### config.mk
export PLATFORM = sky130hd
export DESIGN_NAME = dbgCounter
export DESIGN_NICKNAME = d
export VERILOG_FILES = /design/src/rtl/dbgCounterPkg.sv /design/src/rtl/dbgCtrl.sv /design/src/rtl/dbgPath.sv /design/src/rtl/dbgCounter.sv
export SDC_FILE = /design/constraint.sdc
export NUM_CORES = 1
export LEC_CHECK = 0
export ABC_AREA = 1
export CAP_MARGIN = 40
export CORE_ASPECT_RATIO = 0.9
export CORE_MARGIN = 5
export CORE_UTILIZATION = 57
export CTS_BUF_LIST = sky130_fd_sc_hd__clkbuf_8 sky130_fd_sc_hd__clkbuf_16
export CTS_CLUSTER_SIZE = 28
export DETAILED_ROUTE_END_ITERATION = 12
export PLACE_DENSITY = 0.85
export SYNTH_ARGS = -nofsm -noshare
export SYNTH_HDL_FRONTEND = slang
export SYNTH_HIERARCHICAL = 1
export SYNTH_SLANG_ARGS = --single-unit
### constraint.sdc
create_clock -name clk -period 3.6 [get_ports clk]
set_input_delay 0.36 -clock clk [delete_from_list [all_inputs] [get_ports clk]]
set_output_delay 0.36 -clock clk [all_outputs]
set_load 0.05 [all_outputs]
### src/rtl/dbgCounterPkg.sv
package dbgCounterPkg;
  localparam int BYTE_W = 8;
  localparam int CNT_W  = 2 * BYTE_W;

  typedef enum logic [1:0] {
    MODE_IDLE   = 2'd0,
    MODE_BYTES  = 2'd1,
    MODE_CYCLES = 2'd2,
    MODE_BREAK  = 2'd3
  } cntMode_e;

  localparam logic [BYTE_W-1:0] CMD_REV  = 8'h00;
  localparam logic [BYTE_W-1:0] CMD_WR   = 8'h01;
  localparam logic [BYTE_W-1:0] CMD_STAT = 8'h02;
  localparam logic [BYTE_W-1:0] CMD_RD   = 8'h03;

  typedef struct packed {
    logic loadHi;
    logic loadLo;
    logic loadMode;
    logic respRev;
    logic respStat;
    logic respCntHi;
    logic respCntLo;
  } ctrlStrobes_t;
endpackage

### src/rtl/dbgCtrl.sv
module dbgCtrl
  import dbgCounterPkg::*;
(
  input  logic              clk,
  input  logic              rst,
  input  logic              cmdValid,
  input  logic [BYTE_W-1:0] cmdByte,
  input  logic              dataValid,
  input  logic              debugMode,
  output ctrlStrobes_t      strobes
);
  typedef enum logic [2:0] {S_IDLE, S_WHI, S_WLO, S_WMODE, S_RLO} ctrlState_e;
  ctrlState_e state, nextState;

  always_comb begin
    strobes   = '0;
    nextState = state;
    case (state)
      S_IDLE: if (cmdValid) begin
        case (cmdByte)
          CMD_REV:  strobes.respRev = 1'b1;
          CMD_STAT: strobes.respStat = 1'b1;
          CMD_WR:   if (debugMode) nextState = S_WHI;
          CMD_RD:   if (debugMode) begin
            strobes.respCntHi = 1'b1;
            nextState         = S_RLO;
          end
          default: ;
        endcase
      end
      S_WHI: if (dataValid) begin
        strobes.loadHi = 1'b1;
        nextState      = S_WLO;
      end
      S_WLO: if (dataValid) begin
        strobes.loadLo = 1'b1;
        nextState      = S_WMODE;
      end
      S_WMODE: if (dataValid) begin
        strobes.loadMode = 1'b1;
        nextState        = S_IDLE;
      end
      S_RLO: begin
        strobes.respCntLo = 1'b1;
        nextState         = S_IDLE;
      end
      default: nextState = S_IDLE;
    endcase
  end

  always_ff @(posedge clk) begin
    if (rst) state <= S_IDLE;
    else     state <= nextState;
  end
endmodule

### src/rtl/dbgPath.sv
module dbgPath
  import dbgCounterPkg::*;
#(
  parameter logic [BYTE_W-1:0] REV_ID = 8'h4C
) (
  input  logic              clk,
  input  logic              rst,
  input  ctrlStrobes_t      strobes,
  input  logic [BYTE_W-1:0] dataIn,
  input  logic              debugMode,
  input  logic [CNT_W-1:0]  pc,
  input  logic              cpuRun,
  input  logic              fetchStrobe,
  input  logic              xferByte,
  output logic [CNT_W-1:0]  cntValue,
  output cntMode_e          modeValue,
  output logic              rdValid,
  output logic [BYTE_W-1:0] rdData,
  output logic              brkReq
);
  logic [BYTE_W-1:0] hiStage, lowShadow;
  logic [CNT_W-1:0]  cntNext;
  cntMode_e          modeNext;
  logic              decEn;

  assign brkReq = (modeValue == MODE_BREAK) && cpuRun && fetchStrobe && (pc == cntValue);
  assign decEn  = (cntValue != '0) &&
                  (((modeValue == MODE_BYTES) && xferByte) ||
                   ((modeValue == MODE_CYCLES) && cpuRun));

  always_comb begin
    cntNext  = cntValue;
    modeNext = modeValue;
    if (strobes.loadLo)
      cntNext = {hiStage, dataIn};
    else if (strobes.loadMode && (dataIn[1:0] == MODE_CYCLES))
      cntNext = '1;
    else if (decEn)
      cntNext = cntValue - 1'b1;
    if (strobes.loadMode) modeNext = cntMode_e'(dataIn[1:0]);
    else if (brkReq)      modeNext = MODE_IDLE;
  end

  always_ff @(posedge clk) begin
    if (rst) begin
      cntValue  <= '0;
      modeValue <= MODE_IDLE;
      hiStage   <= '0;
      lowShadow <= '0;
      rdValid   <= 1'b0;
      rdData    <= '0;
    end else begin
      cntValue  <= cntNext;
      modeValue <= modeNext;
      if (strobes.loadHi) hiStage <= dataIn;
      rdValid <= strobes.respRev | strobes.respStat | strobes.respCntHi | strobes.respCntLo;
      if (strobes.respRev)  rdData <= REV_ID;
      if (strobes.respStat) rdData <= {{(BYTE_W-3){1'b0}}, modeValue, debugMode};
      if (strobes.respCntHi) begin
        rdData    <= ~cntValue[CNT_W-1:BYTE_W];
        lowShadow <= ~cntValue[BYTE_W-1:0];
      end
      if (strobes.respCntLo) rdData <= lowShadow;
    end
  end
endmodule

### src/rtl/dbgCounter.sv
module dbgCounter
  import dbgCounterPkg::*;
#(
  parameter logic [7:0] REV_ID = 8'h4C
) (
  input  logic        clk,
  input  logic        rst,
  input  logic        cmdValid,
  input  logic [7:0]  cmdByte,
  input  logic        dataValid,
  input  logic [7:0]  dataIn,
  input  logic        debugMode,
  input  logic [15:0] pc,
  input  logic        cpuRun,
  input  logic        fetchStrobe,
  input  logic        xferByte,
  output logic        rdValid,
  output logic [7:0]  rdData,
  output logic        brkReq
);
  ctrlStrobes_t     strobes;
  logic [CNT_W-1:0] cntValue;
  cntMode_e         modeValue;

  dbgCtrl u_ctrl (
    .clk(clk), .rst(rst), .cmdValid(cmdValid), .cmdByte(cmdByte),
    .dataValid(dataValid), .debugMode(debugMode), .strobes(strobes)
  );

  dbgPath #(.REV_ID(REV_ID)) u_path (
    .clk(clk), .rst(rst), .strobes(strobes), .dataIn(dataIn),
    .debugMode(debugMode), .pc(pc), .cpuRun(cpuRun),
    .fetchStrobe(fetchStrobe), .xferByte(xferByte),
    .cntValue(cntValue), .modeValue(modeValue),
    .rdValid(rdValid), .rdData(rdData), .brkReq(brkReq)
  );
endmodule

==> results.json, run 1 <==
{
  "cts_tree": "built",
  "setup_viol": 0,
  "finalPower_mw": 1.96,
  "final_common_cell": "nand2_1",
  "ys_ff_latch": 46,
  "cts_buffers": 5,
  "routed_wl_mm": 8.22,
  "drt_iter0_drc": 338,
  "slowest_delay_ns": 0.83,
  "cp_slowest_cell": "clkdlybuf4s50_1",
  "cp_max_fo": 7,
  "r2r_setup_slack_ns": 1.34,
  "synth_top_area_frac": 0.321,
  "postCtsResizedCells": 0,
  "rsz0062_at_grt": "false",
  "maxCapViolations": 0,
  "power_density_nw_per_um2": 560,
  "dpl.hpwl_mm": 6.16,
  "coreArea_um2": 4860,
  "min_period_over_period": 0.794,
  "routed_via_density": 5.67,
  "path_clk_slew_ns": 0.09,
  "rows": 24,
  "seq_area_frac_synth": 0.321,
  "mostFrequentLayoutCells": "103 x nand2_1, 58 x inv_1, 51 x nor2_1, 49 x clkdlybuf4s50_1, 46 x dfxtp_1",
  "p_int_mw": 1.14,
  "crit_arrival_ns": 2.50,
  "synthToLayoutAreaGrowth_pct": 22.0,
  "cts_hold_buf": 0,
  "max_slew_margin": 0.432,
  "dieArea_um2": 6560,
  "first_pass_iters": 5,
  "post_cts_buffers": 0,
  "critical_path_buf_inv_count": 2,
  "fp.dieW_um": 84.8,
  "grtUsageTotal": 0.253,
  "path_common_cell": "nand2_1",
  "fillers": 427,
  "crit_family": "buffers and inverters",
  "insertedDiodeCount": 0,
  "fin_skew_ns": 0.00515,
  "fin_setup_tns_ns": 0,
  "clk_path_buf_depth": 2,
  "ys_warn_count": 6,
  "setup.worst_path.class": "flop to primary output",
  "p_leak_nw": 1.60,
  "antenna_found_initial": 0,
  "synthTopCellsByArea": "dfxtp_1 32%, nand2_1 13%, inv_1 7.6%",
  "yosysTopAreaCell": "dfxtp_1",
  "gp_congestion": 0.906,
  "slew_viol_final": 0,
  "status": "finished, final reports clean",
  "die_height_um": 77.4,
  "p_sw_frac": 0.420,
  "peakVddDrop_v": 0.000398,
  "htreeDepth": 2,
  "grt_pass1_wl_mm": 13.6,
  "io_buffers": 49,
  "clkPwrFrac": 0.199,
  "yosysUniqueCellTypes": 33,
  "grt_pass1_vias": 2835,
  "worst_slew_pin_slew_ns": 0.851,
  "clkSinkCount": 46,
  "antenna_left": 0,
  "cts_root_buf": "clkbuf_8",
  "syn_area_um2": 2870,
  "cp-end-kind": "primary output",
  "routed-via-count": 3223,
  "p_sw_mw": 0.824,
  "fin_crit_ns": 2.86,
  "fmax_ghz": 0.350,
  "worstPathRequired_ns": 3.24,
  "start_util": 0.591,
  "drc_errors": 0,
  "combPwrFrac": 0.467,
  "grt-ovfl-total": 0,
  "wl_per_cell_um": 14.5,
  "final_nets": 543,
  "hold_class": "flop to flop",
  "final_layout_size_suffix_gt1_frac": 0.0855,
  "start_kind": "flop",
  "clk_latency_ns": 0.30,
  "grt_max_degree": 34,
  "path_cells": "inv_1 -> nand2_1 -> nand2_1 -> nor3_1 -> nand2_1 -> nor3_1 -> clkdlybuf4s50_1",
  "pwr-share-seq": 0.334,
  "avgSynthCellArea_um2": 6.29,
  "hold_viol_final": 0,
  "synth_fp_nets": 498,
  "syn_inst": 457,
  "ios": 50
}
-- power by group through the flow --
| stage | sequential (mW) | clock [mW] | combinational, mW |
|---|---|---|---|
| 2_1_floorplan | 0.631 | 0 | 0.713 |
| 3_3_place_gp | 0.662 | 0 | 0.863 |
| 3_5_place_dp | 0.663 | 0 | 0.888 |
| 4_1_cts | 0.652 | 0.400 | 0.895 |
| 5_1_grt | 0.664 | 0.420 | 1.03 |
| 6_report | 0.655 | 0.391 | 0.916 |
-- kinds of logic (layout without fill, tap and decap cells) --
group,count (synthesis),count (layout),synth area share
AOI/OAI and AO/OA,104,104,0.195
xor gates and xnor gates,3,3,0.00915
adders and majority gates,1,1,0.00435
buffers and inverters,79,125,0.112
DFF,46,46,0.321
and+or+nand+nor,224,224,0.359
-- area by class of cell --
class / count / area, um2 / area share
Multi-Input combinational cell: 332 / 1640 / 0.467
Sequential cell: 46 / 921 / 0.263
Timing Repair Buffer: 51 / 505 / 0.144
Inverter: 66 / 248 / 0.0707
Tap cell: 65 / 81.3 / 0.0232
Clock buffer: 5 / 68.8 / 0.0196
Clock inverter: 3 / 43.8 / 0.0125
-- registers in the layout, summed over array words and instances, names as in the netlist --
register	count
u_path/cntValue	16
u_path/hiStage	8
u_path/lowShadow	8
u_path/rdData	8
u_ctrl/state	3
u_path/modeValue	2
u_path/rdValid	1
-- metrics by stage --
stage	area, um2	std cells	hold slack, ns	setup WS, ns	utilization
final	3500	568	0.473	0.741	0.720
after global routing	3500	568	0.496	0.547	0.720
after CTS	3500	568	0.475	0.766	0.720
after detailed placement	3390	560	0.462	0.975	0.697
after global placement	3390	560	0.452	0.980	0.697
after floorplan	2870	457	0.452	1.26	-
-- layer usage --
metal,vias to the layer above,part of all wire,GRT usage
met4,0,0.020,0.0744
met2,164,0.43,0.377
li1,1592,-,-
met5,-,0,0
met1,1448,0.46,0.373
met3,19,0.091,0.0445
-- Yosys cell counts --
cell / n
nand2_2: 5
buf_6: 3
nor2_4: 6
o21ai_1: 21
inv_2: 7
clkinv_1: 1
o22ai_1: 5
o221ai_1: 2
nand3_4: 1
a31oi_1: 4
nand3_2: 2
ha_1: 1
nor2_2: 4
nand3_1: 26
a31o_2: 1
nand2_4: 1
buf_2: 2
o211ai_1: 4
o21ai_0: 31
nand4_1: 10
or2_2: 5
nand2_1: 103
inv_1: 58
nor4_1: 1
nor3_1: 7
xor2_1: 1
a21oi_1: 33
a22oi_1: 3
nor2_1: 51
dfxtp_1: 46
nand3b_1: 2
clkbuf_1: 8
xnor2_1: 2
-- worst register-to-register path, cell delays in order (launching register included) --
cell and delay, ns:
dfxtp_1 0.45, nor2_1 0.09, nand2_1 0.09, nor2_1 0.06, inv_1 0.36, nand2_1 0.25
inv_1 0.14, nand2_2 0.35, o21ai_0 0.28, a21oi_1 0.06
-- final timing paths --
| kind | from | end | cells past startpoint |
|---|---|---|---|
| worst max register to register | u_ctrl/state[0] | u_path/cntValue[15] | 9 |
| worst min-delay path | u_path/rdData[0] | u_path/rdData[0] | 2 |
| worst min register to register | u_path/rdData[0] | u_path/rdData[0] | 2 |
| worst max-delay path | u_path/cntValue[6] | brkReq | 7 |
Note: power is estimated with default switching activity, not from simulation.
==> inputs of run 2 (changes only) <==
--- a/config.mk
+++ b/config.mk
@@ -9,11 +9,11 @@
 export CAP_MARGIN = 40
 export CORE_ASPECT_RATIO = 0.9
 export CORE_MARGIN = 5
-export CORE_UTILIZATION = 57
+export CORE_UTILIZATION = 53
 export CTS_BUF_LIST = sky130_fd_sc_hd__clkbuf_8 sky130_fd_sc_hd__clkbuf_16
 export CTS_CLUSTER_SIZE = 28
 export DETAILED_ROUTE_END_ITERATION = 12
-export PLACE_DENSITY = 0.85
+export PLACE_DENSITY = 0.8
 export SYNTH_ARGS = -nofsm -noshare
 export SYNTH_HDL_FRONTEND = slang
 export SYNTH_HIERARCHICAL = 1
==> constraint.sdc (replaced) <==
create_clock -name clk -period 2.85 [get_ports clk]
set_input_delay 0.285 -clock clk [delete_from_list [all_inputs] [get_ports clk]]
set_output_delay 0.285 -clock clk [all_outputs]
set_load 0.05 [all_outputs]
==> run 2 against run 1 <==
Effect of this change:
- global-route usage is essentially flat
- largest cell class unchanged
- core utilization shrank 5.0 points
- critical endpoint unchanged
- sequential power rose by 26%
- register-to-register slack lost 0.61 ns
- total power rose by 26%
- wire length grew 2.7%
- die area rose by 6.6%
- cell count grew 0.88%
- count of clock-buffer cells in the layout did not move
- sequential share of layout area fell by 0.12 points
- critical path depth did not move
==> results.json, run 2 (synthesis gave the netlist of run 1 again) <==
{
  "holdWs_ns": 0.463,
  "fp.dieW_um": 87.6,
  "path_cells": "inv_1 -> nand2_1 -> nand2_1 -> nor3_1 -> nand2_1 -> nor3_1 -> buf_4",
  "dp_slack_ns": 0.497,
  "min_period_over_period": 0.759,
  "r2r-start": "u_ctrl/state[1]",
  "cts_root_buf": "clkbuf_8",
  "routed-via-count": 3179,
  "wl_per_cell_um": 14.7,
  "regMostFlops": "u_path/cntValue",
  "routed_wl_mm": 8.43,
  "worstPathRequired_ns": 2.57,
  "drt_iter0_drc": 279,
  "fmax_ghz": 0.462,
  "start_util": 0.547,
  "final_nets": 546,
  "start_kind": "flop",
  "dpl.hpwl_mm": 6.49,
  "path_clk_slew_ns": 0.09,
  "grt_pass1_wl_mm": 14.1,
  "mostFrequentLayoutCells": "103 x nand2_1, 60 x inv_1, 51 x nor2_1, 48 x clkdlybuf4s50_1, 46 x dfxtp_1",
  "coreArea_um2": 5260,
  "p_leak_nw": 1.62,
  "synthToLayoutAreaGrowth_pct": 22.6,
  "status": "finished, final reports clean",
  "reg2regPathDepth": 9,
  "cp_max_fo": 7,
  "hold_viol_final": 0,
  "fin_setup_tns_ns": 0,
  "final_layout_size_suffix_gt1_frac": 0.0889,
  "grt_max_degree": 32,
  "place_inst": 565,
  "setup.worst_path.class": "flop to primary output",
  "htreeDepth": 2,
  "fin_skew_ns": 0.00999,
  "clkSinkCount": 46,
  "cp_slowest_cell": "dfxtp_1",
  "cts_hold_buf": 0,
  "routed_via_density": 5.55,
  "first_pass_iters": 5,
  "ios": 50,
  "cp-startpoint": "u_path/cntValue[6]",
  "crit_arrival_ns": 1.88,
  "grt_pass1_vias": 2964,
  "max_slew_margin": 0.640,
  "fin_crit_ns": 2.16,
  "largest_reg_flops": 16,
  "slowest_delay_ns": 0.56,
  "rsz0062_at_grt": "false",
  "path_common_cell": "nand2_1",
  "final_common_cell": "nand2_1",
  "clk_path_buf_depth": 2,
  "finish.utilization": 0.670,
  "multi_input_area_um2": 1640,
  "setup_slack_ns": 0.688,
  "peakVddDrop_v": 0.000533,
  "slew_viol_final": 0,
  "postCtsResizedCells": 0,
  "maxCapViolations": 0,
  "cts_tree": "built",
  "cp-endpoint": "brkReq",
  "die_height_um": 79.8,
  "fin_cells": 573,
  "r2r-end": "u_path/cntValue[3]",
  "fillers": 486,
  "cp-end-kind": "primary output",
  "power_density_nw_per_um2": 705,
  "setup_viol": 0,
  "r2r_setup_slack_ns": 0.73,
  "worst_slew_pin_slew_ns": 0.537,
  "antenna_found_initial": 0,
  "post_cts_buffers": 0,
  "drc_errors": 0,
  "io_buffers": 49,
  "clk_latency_ns": 0.29,
  "hold_class": "flop to flop",
  "cts_buffers": 5,
  "gp_congestion": 0.892,
  "regArea_um2": 921,
  "dieArea_um2": 6990,
  "antenna_left": 0,
  "grt-ovfl-total": 0,
  "rows": 25,
  "grtUsageTotal": 0.253,
  "insertedDiodeCount": 0
}
run 2: worst min-delay path by stage:
stage,startpoint,depth (start not counted),endpoint,slack (ns)
floorplan,dataIn[1],2,u_path/hiStage[1],0.42
global placement,u_path/rdData[4],2,u_path/rdData[4],0.45
detailed placement,u_path/rdData[0],2,u_path/rdData[0],0.46
CTS,u_path/lowShadow[7],2,u_path/rdData[7],0.46
global route,u_path/lowShadow[7],2,u_path/rdData[7],0.50
finish,u_path/lowShadow[7],2,u_path/rdData[7],0.46
run 2: cell type report:
class	count	share of cell area
Tap cell	67	0.0238
Timing Repair Buffer	54	0.149
Clock inverter	3	0.0107
Sequential cell	46	0.262
Inverter	66	0.0704
Clock buffer	5	0.0195
Multi-Input combinational cell	332	0.465
run 2: per-layer routing:
| metal | global-route usage | part of all wire | vias to the layer above |
|---|---|---|---|
| met5 | 0 | 0 | - |
| met2 | 0.393 | 0.44 | 150 |
| met1 | 0.364 | 0.45 | 1427 |
| li1 | - | - | 1590 |
| met4 | 0.0644 | 0.015 | 0 |
| met3 | 0.0341 | 0.088 | 12 |
run 2: per-stage QoR:
step,instance area (um2),power (mW)
6_report,3520,2.48
5_1_grt,3520,2.69
4_1_cts,3520,2.46
3_5_place_dp,3410,1.99
3_3_place_gp,3410,1.96
2_1_floorplan,2870,1.70
run 2: report_power, final:
part / switching [mW] / total (mW) / leakage, nW / internal, mW
logic: 0.721 / 1.18 / 1.19 / 0.462
clock network: 0.215 / 0.471 / 0.0607 / 0.256
registers: 0.109 / 0.827 / 0.371 / 0.717
run 2: critical path: cells and delay by family (launching register included):
family        cells  cell delay (ns)
simple gates      5             0.62
buf+inv           2             0.41
flops             1             0.56
==> inputs of run 3 (changes only) <==
==> constraint.sdc (replaced) <==
create_clock -name clk -period 2.1 [get_ports clk]
set_input_delay 0.21 -clock clk [delete_from_list [all_inputs] [get_ports clk]]
set_output_delay 0.21 -clock clk [all_outputs]
set_load 0.05 [all_outputs]
==> run 3 against run 2 <==
Effect of this change:
- sequential share of layout area decreased by 0.70 points
- clock power rose by 43%
- core utilization increased by 2.0 points
- via count is 2.6% higher
- non-clock buffer count increased by 9
==> results.json, run 3 (synthesis gave the netlist of run 1 again) <==
{
  "grt_pass1_vias": 3091,
  "gp_congestion": 0.965,
  "min_to": "u_path/rdData[4]",
  "p_sw_mw": 1.41,
  "fin_setup_tns_ns": 0,
  "cts_root_buf": "clkbuf_8",
  "io_buffers": 49,
  "routed_wl_mm": 8.57,
  "path_common_cell": "nand2_1",
  "path_clk_slew_ns": 0.09,
  "worstPathRequired_ns": 1.89,
  "stdcell_area_um2": 3630,
  "first_pass_iters": 5,
  "antenna_left": 0,
  "fmax_ghz": 0.509,
  "p_sw_frac": 0.416,
  "path_cells": "inv_1 -> nand2_1 -> nand2_1 -> nor3_1 -> nand2_1 -> nor3_2 -> buf_12",
  "cts_buffers": 5,
  "max_slew_margin": 0.662,
  "coreArea_um2": 5260,
  "final_common_cell": "nand2_1",
  "setup_viol": 0,
  "crit_family": "simple AND/OR/NAND/NOR gates",
  "largest_reg_flops": 16,
  "dieArea_um2": 6990,
  "rsz0062_at_grt": "false",
  "cp_slowest_cell": "dfxtp_1",
  "p_int_mw": 1.98,
  "slew_viol_final": 0,
  "setup.worst_path.class": "flop to primary output",
  "cp_max_fo": 5,
  "regMostFlops": "u_path/cntValue",
  "pwr-share-seq": 0.327,
  "r2r-start": "u_path/cntValue[0]",
  "grt_max_degree": 34,
  "fp.dieW_um": 87.6,
  "cts_tree": "built",
  "r2r_setup_slack_ns": 0.23,
  "drt_iter0_drc": 329,
  "htreeDepth": 2,
  "combPwrFrac": 0.474,
  "fillers": 480,
  "cp-end-kind": "primary output",
  "synthToLayoutAreaGrowth_pct": 26.3,
  "status": "finished, final reports clean",
  "fin_crit_ns": 1.96,
  "critical_path_buf_inv_count": 2,
  "rows": 25,
  "crit_arrival_ns": 1.75,
  "start_kind": "flop",
  "final_layout_size_suffix_gt1_frac": 0.117,
  "placed_cell_area_um2": 3510,
  "clk_latency_ns": 0.30,
  "grt-ovfl-total": 0,
  "wl_per_cell_um": 14.7,
  "antenna_found_initial": 0,
  "insertedDiodeCount": 0,
  "worst_slew_pin_slew_ns": 0.505,
  "clkSinkCount": 46,
  "fin_skew_ns": 0.00979,
  "reg2regPathDepth": 10,
  "grtUsageTotal": 0.260,
  "hold_class": "flop to flop",
  "hold_viol_final": 0,
  "ios": 50,
  "die_height_um": 79.8,
  "maxCapViolations": 0,
  "mostFrequentLayoutCells": "103 x nand2_1, 57 x inv_1, 51 x nor2_1, 48 x clkdlybuf4s50_1, 44 x dfxtp_1",
  "p_leak_nw": 1.67,
  "peakVddDrop_v": 0.000769,
  "clkPwrFrac": 0.198,
  "grt_pass1_wl_mm": 14.4,
  "hold_start": "u_path/rdData[4]",
  "min_period_over_period": 0.935,
  "routed-via-count": 3261,
  "start_util": 0.547,
  "final_nets": 555,
  "hold_depth": 2,
  "power_density_nw_per_um2": 935,
  "r2r-end": "u_path/cntValue[15]",
  "slowest_delay_ns": 0.44,
  "clk_path_buf_depth": 2,
  "dpl.hpwl_mm": 6.58,
  "routed_via_density": 5.60,
  "drc_errors": 0
}
-- run 3: cell count changes in the layout (fill, tap and decap cells not counted), sizes merged --
cell / delta
buf: +9
clkinv: +1
inv: -1
-- run 3: worst max-delay path by stage --
stage / end / start / slack [ns] / depth (start not counted)
after global routing: brkReq / u_path/cntValue[8] / 0.002 / 7
after global placement: u_path/rdData[6] / cmdByte[3] / 0.10 / 15
after detailed placement: u_path/rdData[3] / cmdByte[3] / -0.03 / 15
after floorplan: u_path/lowShadow[1] / u_ctrl/state[0] / 0.32 / 9
after CTS: brkReq / u_path/cntValue[7] / 0.03 / 7
final: brkReq / u_path/cntValue[9] / 0.14 / 7
-- run 3: cell type report --
cell class / instances / area, um2 / area share
clock inverter: 3 / 43.8 / 0.0121
inverter: 66 / 248 / 0.0683
multi-input combinational: 332 / 1640 / 0.453
tap: 67 / 83.8 / 0.0231
sequential: 46 / 923 / 0.255
timing repair buffer: 63 / 618 / 0.170
clock buffer: 5 / 68.8 / 0.0190
-- run 3: timing repair --
item | CTS | global route
endpoints found under the setup margin | 0 | 3
resized for setup | 0 | 3
buffers inserted | 0 | 0
hold buffers | 0 | 0
hold endpoints to repair | 0 | 0
-- run 3: power by group through the flow --
stage | clock network (mW) | logic, mW | registers, mW
floorplan | 0 | 1.22 | 1.08
global placement | 0 | 1.53 | 1.12
detailed placement | 0 | 1.56 | 1.12
CTS | 0.677 | 1.58 | 1.10
global route | 0.723 | 1.81 | 1.12
finish | 0.672 | 1.61 | 1.11
-- run 3: through the flow --
| step | setup slack (ns) | hold slack [ns] | std cells | total power [mW] | util |
|---|---|---|---|---|---|
| after detailed placement | -0.0313 | 0.466 | 574 | 2.68 | 0.668 |
| final | 0.136 | 0.482 | 582 | 3.39 | 0.690 |
| after CTS | 0.0326 | 0.478 | 582 | 3.36 | 0.690 |
| after global routing | 0.00217 | 0.502 | 582 | 3.66 | 0.690 |
| after floorplan | 0.321 | 0.345 | 457 | 2.30 | - |
| after global placement | 0.105 | 0.454 | 574 | 2.65 | 0.668 |
-- run 3: metal layers --
| metal | share of wire | wire [um] | GRT usage |
|---|---|---|---|
| met4 | 0.023 | 194 | 0.0813 |
| met1 | 0.44 | 3780 | 0.361 |
| met2 | 0.44 | 3780 | 0.406 |
| met5 | 0 | 0 | 0 |
| met3 | 0.095 | 816 | 0.0454 |
-- run 3: tightest hold or removal path: cells and delay by family (launching register included) --
kind / cells / cell delay, ns
AOI/OAI and AO/OA: 1 / 0.05
DFF: 1 / 0.32
and+or+nand+nor: 1 / 0.07
